[src/rtl/gpx_pkg.sv]
// Package gpx_pkg
// Shared constants for the expander register core: the pointer codes that
// the command byte selects and the value returned for unmapped pointers.
package gpx_pkg;
    localparam int unsigned BYTE_W        = 8;
    localparam int unsigned NUM_RW_REGS   = 3;
    localparam logic [7:0]  PTR_INPUT     = 8'd0;
    localparam logic [7:0]  PTR_OUTPUT    = 8'd1;
    localparam logic [7:0]  PTR_POLARITY  = 8'd2;
    localparam logic [7:0]  PTR_DIRECTION = 8'd3;
    localparam logic [7:0]  UNMAPPED_READ = 8'hFF;

    // Write transaction phase: waiting for the command byte, or in data bytes
    typedef enum logic {
        PH_DATA = 1'b0,
        PH_CMD  = 1'b1
    } wr_phase_e;
endpackage

[src/rtl/gpx_pin_sync.sv]
// Module gpx_pin_sync
// Multi-flop synchronizer for the asynchronous pin levels.
// Assumes: STAGES >= 2, and each pin is treated as an independent bit
// (no multi-bit coherency is promised across pins).
module gpx_pin_sync #(
    parameter int unsigned DATA_W = 8,
    parameter int unsigned STAGES = 2
) (
    input  logic              clk,
    input  logic              rst_n,
    input  logic [DATA_W-1:0] pin_async,
    output logic [DATA_W-1:0] pin_sync
);
    logic [STAGES-1:0][DATA_W-1:0] stage_q;

    // Shift the pin levels through the synchronizer chain
    always_ff @(posedge clk) begin
        if (!rst_n) begin
            stage_q <= '0;
        end else begin
            stage_q[0] <= pin_async;
            for (int i = 1; i < STAGES; i++) begin
                stage_q[i] <= stage_q[i-1];
            end
        end
    end

    assign pin_sync = stage_q[STAGES-1];
endmodule

[src/rtl/gpx_cmd_ctrl.sv]
// Module gpx_cmd_ctrl
// Tracks the write transaction: the first byte after wr_start loads the
// pointer, and each later byte becomes a write to the selected register.
// Assumes: wr_start is a one-cycle pulse from the bus front end; pointer 0
// (input) is read-only, so no write select is produced for it.
module gpx_cmd_ctrl
    import gpx_pkg::*;
#(
    parameter int unsigned DATA_W = 8,
    parameter int unsigned NUM_RW = 3
) (
    input  logic              clk,
    input  logic              rst_n,
    input  logic              wr_start,
    input  logic              byte_valid,
    input  logic [DATA_W-1:0] byte_data,
    output logic [DATA_W-1:0] ptr_q,
    output logic [NUM_RW-1:0] wr_sel
);
    wr_phase_e phase_q;
    logic      cmd_now;
    logic      data_now;

    assign cmd_now  = byte_valid && (wr_start || (phase_q == PH_CMD));
    assign data_now = byte_valid && !cmd_now;

    // Phase: arm for a command byte on wr_start, leave once it arrives
    always_ff @(posedge clk) begin
        if (!rst_n) begin
            phase_q <= PH_DATA;
        end else if (cmd_now) begin
            phase_q <= PH_DATA;
        end else if (wr_start) begin
            phase_q <= PH_CMD;
        end
    end

    // Pointer: loaded only by a command byte, never auto-incremented
    always_ff @(posedge clk) begin
        if (!rst_n) begin
            ptr_q <= '0;
        end else if (cmd_now) begin
            ptr_q <= byte_data;
        end
    end

    // One write select per writable register; entry j maps to pointer j+1
    for (genvar j = 0; j < NUM_RW; j++) begin : g_wsel
        assign wr_sel[j] = data_now && (ptr_q == DATA_W'(j + 1));
    end

    // A command byte loads the pointer with that byte
    assert_cmd_loads_ptr_R2: assert property (@(posedge clk) disable iff (!rst_n)
        (byte_valid && (wr_start || phase_q == PH_CMD)) |=> (ptr_q == $past(byte_data)));

    // A same-cycle wr_start and byte is the command byte
    assert_same_cycle_cmd_R12: assert property (@(posedge clk) disable iff (!rst_n)
        (wr_start && byte_valid) |=> (ptr_q == $past(byte_data) && phase_q == PH_DATA));

    // Data bytes never move the pointer
    assert_data_keeps_ptr_R9: assert property (@(posedge clk) disable iff (!rst_n)
        (byte_valid && !wr_start && phase_q == PH_DATA) |=> $stable(ptr_q));

    // At most one register is written per byte
    assert_single_write_R9: assert property (@(posedge clk) disable iff (!rst_n)
        $onehot0(wr_sel));
endmodule

[src/rtl/gpx_reg_bank.sv]
// Module gpx_reg_bank
// Holds the writable registers (output, polarity, direction) with
// per-register reset values.
// Assumes: wr_sel is at most one-hot; entry j is pointer j+1; RST_VALS packs
// entry j in bits [j*DATA_W +: DATA_W].
module gpx_reg_bank #(
    parameter int unsigned              DATA_W   = 8,
    parameter int unsigned              NUM_RW   = 3,
    parameter logic [NUM_RW*DATA_W-1:0] RST_VALS = '0
) (
    input  logic                           clk,
    input  logic                           rst_n,
    input  logic [NUM_RW-1:0]              wr_sel,
    input  logic [DATA_W-1:0]              wr_data,
    output logic [NUM_RW-1:0][DATA_W-1:0]  regs_q
);
    for (genvar j = 0; j < NUM_RW; j++) begin : g_reg
        // Register j: reset to its default, load when selected
        always_ff @(posedge clk) begin
            if (!rst_n) begin
                regs_q[j] <= RST_VALS[j*DATA_W +: DATA_W];
            end else if (wr_sel[j]) begin
                regs_q[j] <= wr_data;
            end
        end
    end

    // No write select (input pointer, unmapped pointer, idle): nothing changes
    assert_unselected_hold_R3: assert property (@(posedge clk) disable iff (!rst_n)
        (wr_sel == '0) |=> $stable(regs_q));

    // A selected write lands its byte
    assert_write_lands_R9: assert property (@(posedge clk) disable iff (!rst_n)
        (wr_sel != '0) |=> (regs_q[$past(wr_sel) == 1 ? 0 : ($past(wr_sel) == 2 ? 1 : 2)]
                            == $past(wr_data)) || (NUM_RW != 3));
endmodule

[src/rtl/gpx_read_port.sv]
// Module gpx_read_port
// Selects the byte for the current pointer and registers it on rd_strobe.
// Assumes: pointer 0 reads the input value, pointers 1..NUM_RW read the
// writable registers, and anything higher reads as all ones.
module gpx_read_port
    import gpx_pkg::*;
#(
    parameter int unsigned DATA_W = 8,
    parameter int unsigned NUM_RW = 3
) (
    input  logic                          clk,
    input  logic                          rst_n,
    input  logic                          rd_strobe,
    input  logic [DATA_W-1:0]             ptr,
    input  logic [DATA_W-1:0]             in_val,
    input  logic [NUM_RW-1:0][DATA_W-1:0] regs,
    output logic [DATA_W-1:0]             rd_data
);
    logic [DATA_W-1:0] sel_byte;

    // Read multiplexer over the pointer
    always_comb begin
        sel_byte = DATA_W'(UNMAPPED_READ);
        if (ptr == DATA_W'(PTR_INPUT)) begin
            sel_byte = in_val;
        end
        for (int j = 0; j < NUM_RW; j++) begin
            if (ptr == DATA_W'(j + 1)) begin
                sel_byte = regs[j];
            end
        end
    end

    // Read register: updates only on a strobe
    always_ff @(posedge clk) begin
        if (!rst_n) begin
            rd_data <= '0;
        end else if (rd_strobe) begin
            rd_data <= sel_byte;
        end
    end

    // Unmapped pointers read as all ones
    assert_unmapped_reads_ones_R8: assert property (@(posedge clk) disable iff (!rst_n)
        (rd_strobe && ptr > DATA_W'(NUM_RW)) |=> (rd_data == '1));

    // Without a strobe the read byte holds
    assert_rd_hold_R10: assert property (@(posedge clk) disable iff (!rst_n)
        !rd_strobe |=> $stable(rd_data));

    // The output register reads back its stored value
    assert_output_readback_R6: assert property (@(posedge clk) disable iff (!rst_n)
        (rd_strobe && ptr == DATA_W'(PTR_OUTPUT)) |=> (rd_data == $past(regs[0])));
endmodule

[src/rtl/gpx_expander_core.sv]
// Module gpx_expander_core
// Top of the expander register core: byte interface in, pin value and
// enable out, pin levels sampled through a synchronizer.
// Assumes: rst_n is driven low by both power-on and external reset and is
// synchronous to clk; the bus front end delivers whole bytes.
module gpx_expander_core
    import gpx_pkg::*;
#(
    parameter int unsigned      DATA_W      = 8,
    parameter int unsigned      SYNC_STAGES = 2,
    parameter logic [DATA_W-1:0] OUT_RESET  = 8'h00,
    parameter logic [DATA_W-1:0] POL_RESET  = 8'hF0,
    parameter logic [DATA_W-1:0] DIR_RESET  = 8'hFF
) (
    input  logic              clk,
    input  logic              rst_n,
    input  logic              wr_start,
    input  logic              byte_valid,
    input  logic [DATA_W-1:0] byte_data,
    input  logic              rd_strobe,
    output logic [DATA_W-1:0] rd_data,
    input  logic [DATA_W-1:0] pin_in,
    output logic [DATA_W-1:0] pin_out,
    output logic [DATA_W-1:0] pin_oe
);
    localparam int unsigned NUM_RW = NUM_RW_REGS;
    localparam int unsigned IDX_OUT = int'(PTR_OUTPUT) - 1;
    localparam int unsigned IDX_POL = int'(PTR_POLARITY) - 1;
    localparam int unsigned IDX_DIR = int'(PTR_DIRECTION) - 1;
    localparam logic [NUM_RW*DATA_W-1:0] RST_VALS = {DIR_RESET, POL_RESET, OUT_RESET};

    logic [DATA_W-1:0]             pin_sync;
    logic [DATA_W-1:0]             ptr_q;
    logic [NUM_RW-1:0]             wr_sel;
    logic [NUM_RW-1:0][DATA_W-1:0] regs_q;
    logic [DATA_W-1:0]             out_r;
    logic [DATA_W-1:0]             pol_r;
    logic [DATA_W-1:0]             dir_r;
    logic [DATA_W-1:0]             in_val;

    gpx_pin_sync #(.DATA_W(DATA_W), .STAGES(SYNC_STAGES)) u_sync (
        .clk       (clk),
        .rst_n     (rst_n),
        .pin_async (pin_in),
        .pin_sync  (pin_sync)
    );

    gpx_cmd_ctrl #(.DATA_W(DATA_W), .NUM_RW(NUM_RW)) u_cmd (
        .clk        (clk),
        .rst_n      (rst_n),
        .wr_start   (wr_start),
        .byte_valid (byte_valid),
        .byte_data  (byte_data),
        .ptr_q      (ptr_q),
        .wr_sel     (wr_sel)
    );

    gpx_reg_bank #(.DATA_W(DATA_W), .NUM_RW(NUM_RW), .RST_VALS(RST_VALS)) u_bank (
        .clk     (clk),
        .rst_n   (rst_n),
        .wr_sel  (wr_sel),
        .wr_data (byte_data),
        .regs_q  (regs_q)
    );

    assign out_r = regs_q[IDX_OUT];
    assign pol_r = regs_q[IDX_POL];
    assign dir_r = regs_q[IDX_DIR];

    // Input value: polarity applies only where the direction bit marks an input
    assign in_val = pin_sync ^ (pol_r & dir_r);

    gpx_read_port #(.DATA_W(DATA_W), .NUM_RW(NUM_RW)) u_rd (
        .clk       (clk),
        .rst_n     (rst_n),
        .rd_strobe (rd_strobe),
        .ptr       (ptr_q),
        .in_val    (in_val),
        .regs      (regs_q),
        .rd_data   (rd_data)
    );

    // Pin drivers: enabled where the direction bit is clear
    assign pin_oe  = ~dir_r;
    assign pin_out = out_r & ~dir_r;

    // Undriven pins carry no value
    assert_idle_pins_low_R7: assert property (@(posedge clk) disable iff (!rst_n)
        ((pin_out & ~pin_oe) == '0));

    // After a data byte at pointer 0, pin drive does not change
    assert_input_ptr_write_no_effect_R3: assert property (@(posedge clk) disable iff (!rst_n)
        (byte_valid && !wr_start && ptr_q == DATA_W'(PTR_INPUT) && wr_sel == '0)
            |=> ($stable(pin_oe) && $stable(pin_out)));
endmodule

[config.mk]
export PLATFORM = sky130hd
export DESIGN_NAME = gpx_expander_core
export DESIGN_NICKNAME = d
export VERILOG_FILES = /design/src/rtl/gpx_pkg.sv /design/src/rtl/gpx_pin_sync.sv /design/src/rtl/gpx_cmd_ctrl.sv /design/src/rtl/gpx_reg_bank.sv /design/src/rtl/gpx_read_port.sv /design/src/rtl/gpx_expander_core.sv
export SDC_FILE = /design/constraint.sdc
export NUM_CORES = 1
export LEC_CHECK = 0
export ABC_AREA = 1
export BUFFER_PORTS_ARGS = -buffer_cell sky130_fd_sc_hd__buf_2
export CAP_MARGIN = 5
export CORE_MARGIN = 5
export CORE_UTILIZATION = 59
export CTS_CLUSTER_DIAMETER = 150
export DETAILED_ROUTE_END_ITERATION = 8
export GPL_TIMING_DRIVEN = 0
export PLACE_DENSITY = 0.88
export SYNTH_ARGS = -nofsm -noshare
export SYNTH_HDL_FRONTEND = slang
export SYNTH_SLANG_ARGS = --single-unit
[constraint.sdc]
create_clock -name clk -period 3.87 [get_ports clk]
set_clock_uncertainty 0.2 [all_clocks]
set_input_delay 0.1935 -clock clk [delete_from_list [all_inputs] [get_ports clk]]
set_output_delay 0.1935 -clock clk [all_outputs]
set_load 0.1 [all_outputs]
==> results of run 1 <==
[report_power, final]
group / total, mW / switching, mW / internal [mW]
sequential: 0.626 / 0.0136 / 0.612
combinational: 0.232 / 0.166 / 0.0653
clock: 0.460 / 0.229 / 0.231
[cells by family (layout without fill, tap and decap cells)]
kind of cell,count (synthesis),after routing,synth area share
AO/OA/AOI/OAI,61,61,0.1419
buffers and inverters,71,149,0.1173
AND/OR/NAND/NOR,152,152,0.2809
flip-flops,57,57,0.4495
XOR/XNOR,3,3,0.01035
[area by class of cell]
type | count | area, µm²
Timing Repair Buffer | 62 | 400.4
Fill cell | 294 | 928.4
Multi-Input combinational cell | 216 | 1100
Inverter | 60 | 227.7
Clock inverter | 3 | 17.52
Clock buffer | 13 | 138.9
Buffer | 11 | 70.07
Tap cell | 50 | 62.56
Sequential cell | 57 | 1141
[synthesized netlist by cell type (3+ instances only)]
cell      instances
a21oi_1          22
nand3_1          31
nand2_2           4
nor2_4            3
nand2_4           3
nor3_1            5
o21a_1            4
nand2_1          80
nor2_1           19
o21ai_0          17
xor2_1            3
dfxtp_1          57
inv_1            57
o21ai_1           5
clkbuf_1          5
o211ai_1          9
buf_6             3
nor2_2            4
[state kept, by name (all words and copies together) (netlist names)]
signal,flops
u_sync.stage_q,8
u_bank.regs_q,24
u_rd.rd_data,8
u_cmd.phase_q,1
u_cmd.ptr_q,8
u_sync.pin_sync,8
[metal layers]
layer,vias up,part of all wire,GRT usage
li1,1231,-,-
met1,1142,0.39,0.3103
met2,145,0.47,0.4477
met3,37,0.097,0.07256
met4,0,0.041,0.1612
met5,-,0,0
[worst max-delay path by stage]
stage                                     endpoint  depth (start not counted)  slack, ns
global route          u_rd.rd_data[2]$_SDFFE_PN0P_                          7       1.88
floorplan                               pin_out[2]                          2       1.87
global placement    u_bank.regs_q[12]$_SDFFE_PN1P_                          6       2.19
CTS                   u_rd.rd_data[2]$_SDFFE_PN0P_                          7       2.13
finish                u_rd.rd_data[2]$_SDFFE_PN0P_                          7       2.04
detailed placement    u_rd.rd_data[2]$_SDFFE_PN0P_                          7       2.15
[worst reg2reg max path: cells and delay by family (launching register included)]
kind	cells	cell delay, ns
and+or+nand+nor	6	1.08
DFF	1	0.31
AOI/OAI and AO/OA	1	0.13
[what timing repair did]
action                    in CTS  in global routing
hold buffers                  18                  0
resized for setup              0                  0
hold endpoints to repair      35                  0
==> out/results.txt, run 1 <==
Worst R2R End: u_rd.rd_data[2]$_SDFFE_PN0P_
f_max: 0.5450 GHz
CTS tree: built
ys async rst share: 0
family with the most delay on the worst path: simple AND/OR/NAND/NOR gates
number of DRC markers in iteration 0: 188
# Max-Cap Violations: 0
Syn Inst Count: 344
Area Overhead vs Synth: 24.40%
Mean Syn Cell Area: 7.380 µm²
Synth Register Bits: 57
commonest non-fill, non-tap cell in the layout: nand2_1
Buf/Inv on CP: 0
layout cells sized above 1: 0.1991
Vias: 2555
Peak supply drop: 0.2461 mV
Period minus WS final: 1.835 ns
Cell Area, Synth: 2539 µm²
crit-path cells: nor2_1, nand2_1, nor2_1, nand2_1, nand2_1, o21a_1, nor2_1
DR vias/cell: 5.413
RSZ-0062 raised after global routing: no
Hold Path Origin: rd_strobe
Finished Cell Area: 3158 µm²
n_diodes: 0
Starting Density: 0.6212
# rows: 23
R2R setup slack: 2.04 ns
initial antenna violation count: 0
post-DP HPWL: 4610 µm
fin crit share: 0.4741
P_leak: 1.627 nW
Reg2Reg Depth: 7
setup TNS: 0 ns
CP startpoint kind: register
IO buf count: 44
Die ar.: 5715 µm²
Ys Warns: 0
Yosys top cell by area: dfxtp_1
post-synthesis sequential area ratio: 0.4495
placed cell area: 2821 µm²
post-synth cell types: 28
Min-Delay Endpoint: u_rd.rd_data[6]$_SDFFE_PN0P_
fin util: 0.7728
Worst slew margin: 0.5422
grt ovf: 0
drt drc: 0
final weighted congestion in routability-driven placement: 0.8988
total wire length: 6863 µm
pin count of the biggest net entering global routing: 11
Die X: 75.60 µm
Yosys top cell area share: 0.4495
Setup WS pre-CTS: 2.148 ns
first-pass GRT wire length: 11180 µm
Die Y: 75.60 µm
kind of critical path: reg2reg
post-CTS setup buffer count: 0
CTS max path bufs: 2
Final Power: 1.317 mW
Worst EP arrival: 1.86 ns
Largest stage delay, worst path: 0.55 ns
largest cells by area after synthesis: dfxtp_1 (45%), nand2_1 (12%), inv_1 (8.4%)
worst-margin pin slew: 0.6841 ns
Post-synth EDFFs: 0
vias in the first global route: 2464
Final ANT Viol Nets: 0
hold path depth: 4
Root Driver: clkbuf_8
GRT Overall Usage: 0.2699
CTS Buf Count: 9
dominant synthesized flop cell: dfxtp_1
Post-Place Cells: 438
H-tree levels: 3
commonest non-fill, non-tap cells in the layout: nand2_1 (80), inv_1 (57), dfxtp_1 (57)
final cell count without fillers: 472
drt pass-1 iters: 5
final slew viol count: 0
P per Cell Area: 417.1 nW/µm²
HP Class: in2reg
# setup viols final: 0
Max Fanout on Critical Path: 8
clock latency on the worst-skew pair: 0.34 ns
critical path startpoint: u_cmd.ptr_q[2]$_SDFFE_PN0P_
Net count, final: 438
CP Data Required Time: 3.89 ns
# IOs: 45
Min Hold Slack: 0.04448 ns
Worst setup EP type: register
Sink Count: 57
Syn Nets: 365
Routed WL per cell: 14.54 µm
clk slew on worst S/H paths: 0.06 ns
final hold vios: 0
outcome: complete, no violations
RR Startpoint: u_cmd.ptr_q[2]$_SDFFE_PN0P_
core area: 4086 µm²
final worst-path setup slack: 2.035 ns
slowest cell on the critical path: nor2_1
Power figures use the tool's default switching activity.
==> run 2: changes to the inputs <==
--- a/config.mk
+++ b/config.mk
@@ -5,15 +5,15 @@
 export SDC_FILE = /design/constraint.sdc
 export NUM_CORES = 1
 export LEC_CHECK = 0
-export ABC_AREA = 1
+export ABC_AREA = 0
 export BUFFER_PORTS_ARGS = -buffer_cell sky130_fd_sc_hd__buf_2
 export CAP_MARGIN = 5
 export CORE_MARGIN = 5
-export CORE_UTILIZATION = 59
+export CORE_UTILIZATION = 54
 export CTS_CLUSTER_DIAMETER = 150
 export DETAILED_ROUTE_END_ITERATION = 8
 export GPL_TIMING_DRIVEN = 0
-export PLACE_DENSITY = 0.88
+export PLACE_DENSITY = 0.82
 export SYNTH_ARGS = -nofsm -noshare
 export SYNTH_HDL_FRONTEND = slang
 export SYNTH_SLANG_ARGS = --single-unit
==> constraint.sdc (replaced) <==
create_clock -name clk -period 1.7 [get_ports clk]
set_clock_uncertainty 0.2 [all_clocks]
set_input_delay 0.085 -clock clk [delete_from_list [all_inputs] [get_ports clk]]
set_output_delay 0.085 -clock clk [all_outputs]
set_load 0.1 [all_outputs]
==> run 2 against run 1 <==
Effect of this change: the run now ends with setup timing left; maximum frequency is 4.3% higher; clock-buffer cell count is 2 lower; die area is 2.4% higher; flip-flop and latch count stayed put; largest power group unchanged; total power is 140% higher.
==> out/results.txt, run 2 <==
commonest cells in the netlist: dfxtp_1 (57), nand2_1 (28), mux2i_1 (20)
Synth Register Bits: 57 (unchanged)
# Max-Cap Violations: 0 (unchanged)
Post-synth EDFFs: 0 (unchanged)
layout cells sized above 1: 0.3505 (+0.1514)
Area Overhead vs Synth: 35.31%
pin count of the biggest net entering global routing: 11 (unchanged)
# IOs: 45 (unchanged)
CTS Buf Count: 9 (unchanged)
drt pass-1 iters: 4 (-1)
post-synth cell types: 29 (+3.6%)
WL met2: 3164 µm (-2.8%)
Die X: 76.51 µm (+1.2%)
total wire length: 6525 µm (-4.9%)
commonest non-fill, non-tap cell in the layout: dfxtp_1
commonest non-fill, non-tap cells in the layout: dfxtp_1 (54), buf_2 (44), nand2_1 (28)
Syn Nets: 265 (-27%)
WL met1: 2618 µm (-1.7%)
# rows: 24 (+4.3%)
Worst R2R End: u_bank.regs_q[19]$_SDFFE_PN1P_
Period minus WS final: 1.759 ns (-0.07605 ns)
Reg2Reg Depth: 5 (-2)
Die Y: 76.51 µm (+1.2%)
f_max: 0.5686 GHz (+4.3%)
R2R setup slack: -0.06 ns (-2.09 ns)
first-pass GRT wire length: 10490 µm (-6.1%)
fillers: 315 (+7.1%)
Max Fanout on Critical Path: 8 (unchanged)
IO buf count: 43 (-2.3%)
HP Class: in2reg
final worst-path setup slack: -0.05869 ns (-2.094 ns)
outcome: finished with violations
initial antenna violation count: 0 (unchanged)
RR Startpoint: u_cmd.ptr_q[1]$_SDFFE_PN0P_
Final ANT Viol Nets: 0 (unchanged)
CTS max path bufs: 2 (unchanged)
Largest Register: u_bank.regs_q
post-synthesis sequential area ratio: 0.4777 (+0.02825)
Yosys top cell by area: dfxtp_1
largest cells by area after synthesis: dfxtp_1 (48%), mux2i_1 (8.4%), nand2_1 (4.4%)
CTS tree: built
# setup viols final: 2 (+2)
fin crit share: 1.035 (+0.5604)
Vias: 2135 (-16%)
Yosys top cell area share: 0.4777 (+0.02825)
register area: 1145 µm² (+0.33%)
worst-margin pin slew: 0.5536 ns (-0.1305 ns)
Mean Syn Cell Area: 9.789 µm² (+33%)
vias in the first global route: 2133 (-13%)
CP Data Required Time: 1.69 ns (-2.20 ns)
Cell Area, Synth: 2389 µm² (-5.9%)
number of DRC markers in iteration 0: 162 (-14%)
Worst setup EP type: register
post-DP HPWL: 3996 µm (-13%)
Sink Count: 57 (unchanged)
DR vias/cell: 5.574 (+3.0%)
Largest stage delay, worst path: 0.35 ns (-0.20 ns)
max reg flops: 24 (unchanged)
Worst EP arrival: 1.75 ns (-0.11 ns)
P per Cell Area: 965.7 nW/µm² (+130%)
dominant synthesized flop cell: dfxtp_1
placed cell area: 2719 µm² (-3.6%)
Final Power: 3.121 mW (+140%)
n_diodes: 0 (unchanged)
clock latency on the worst-skew pair: 0.34 ns (about the same)
slowest cell on the critical path: dfxtp_2
met3 wire length: 567 µm (-15%)
CP startpoint kind: register
H-tree levels: 3 (unchanged)
critical path startpoint: u_cmd.ptr_q[1]$_SDFFE_PN0P_
kind of critical path: reg2reg
Peak supply drop: 0.6955 mV (+180%)
clk slew on worst S/H paths: 0.07 ns (about the same)
RSZ-0062 raised after global routing: yes
Net count, final: 347 (-21%)
core area: 4324 µm² (+5.8%)
crit-path cells: buf_6, and4bb_2, nand4_4, mux2i_1, nand2_1
Ys Warns: 0 (unchanged)
drt drc: 0 (unchanged)
Syn Inst Count: 244 (-29%)
GRT Overall Usage: 0.2288 (-0.04107)
Finished Cell Area: 3232 µm² (+2.3%)
final weighted congestion in routability-driven placement: 0.7993 (-11%)
Starting Density: 0.5524 (-0.06888)
grt ovf: 0 (unchanged)
violated checks: setup timing
Highest Signal Layer: met4
Worst slew margin: 0.6310 (+0.08871)
multi-input logic area: 1164 µm² (+5.8%)
ys async rst share: 0 (unchanged)
top-count cell post-synth: dfxtp_1
P_leak: 1.380 nW (-15%)
Die ar.: 5853 µm² (+2.4%)
final hold vios: 0 (unchanged)
Routed WL per cell: 17.04 µm (+17%)
worst setup path end: u_bank.regs_q[19]$_SDFFE_PN1P_
Root Driver: clkbuf_8
final slew viol count: 0 (unchanged)
==> run 2: changes by cell type in the layout (fill, tap and decap cells not counted), sizes merged, moves of 10 or more <==
cell	change
clkinvlp	+10
o211ai	-11
a21oi	-24
and2	+16
mux2i	+20
nor2b	+16
nand2	-59
nor2	-25
inv	-59
nand3	-19
==> run 2: timing repair <==
item | 4_1_cts | 5_1_grt
hold buffers | 20 | 0
endpoints found under the hold margin | 49 | 0
gates resized for setup | 4 | 11
buffers inserted | 6 | 1
endpoints found under the setup margin | 26 | 20
pin swaps | 4 | 2
gates cloned | 0 | 1
==> run 2: cells by family after synthesis <==
kind of cell | after synthesis | synth area share
and+or+nand+nor | 82 | 0.2095
DFF | 57 | 0.4777
AOI/OAI and AO/OA | 53 | 0.1441
muxes | 28 | 0.1215
buffers and inverters | 24 | 0.04714
==> run 2: worst max-delay path, delay by kind of cell, from the launching register on <==
family                 cells  cell delay (ns)
AND/OR/NAND/NOR            3             0.66
flip-flops                 1             0.35
multiplexers               1             0.28
buffers and inverters      1             0.12
==> run 2: metrics by stage <==
| stage | utilization | setup TNS, ns | setup WS (ns) | instances | hold slack [ns] |
|---|---|---|---|---|---|
| 2_1_floorplan | - | 0 | 0.01630 | 244 | -0.03885 |
| 3_3_place_gp | 0.6288 | -0.6761 | -0.1056 | 339 | 0.09064 |
| 3_5_place_dp | 0.6288 | -1.596 | -0.1191 | 339 | 0.09428 |
| 4_1_cts | 0.7335 | 0 | 0.01353 | 381 | 0.01934 |
| 5_1_grt | 0.7474 | -0.4272 | -0.1339 | 383 | 0.04298 |
| 6_report | 0.7474 | -0.07982 | -0.05869 | 383 | 0.02131 |
==> run 2: layer usage <==
metal | global-route usage | vias to the layer above
li1 | - | 1023
met1 | 0.2844 | 1002
met2 | 0.3604 | 96
met3 | 0.06738 | 14
met4 | 0.1101 | 0
met5 | 0 | -
==> run 2: worst min-delay path by stage <==
stage	start	end	slack [ns]	depth (start not counted)
finish	rst_n	u_rd.rd_data[2]$_SDFFE_PN0P_	0.02	3
CTS	rst_n	u_rd.rd_data[2]$_SDFFE_PN0P_	0.02	3
floorplan	byte_valid	u_cmd.phase_q$_SDFFE_PP0P_	-0.04	1
global route	rst_n	u_bank.regs_q[6]$_SDFFE_PN0P_	0.04	3
detailed placement	pin_in[7]	u_sync.stage_q[7]$_SDFF_PN0_	0.09	2
global placement	pin_in[2]	u_sync.stage_q[2]$_SDFF_PN0_	0.09	2
==> run 2: where the power goes <==
part / switching (mW) / leakage [nW] / internal [mW]
logic: 0.290 / 0.816 / 0.157
clock network: 0.548 / 0.0953 / 0.711
registers: 0.0286 / 0.468 / 1.39
==> run 2: cell type report <==
class | count | area share
clock buffer | 11 | 0.04375
multi-input combinational | 163 | 0.3600
clock inverter | 5 | 0.01703
timing repair buffer | 71 | 0.1537
inverter | 10 | 0.02207
sequential | 57 | 0.3542
buffer | 14 | 0.02904
tap | 52 | 0.02013
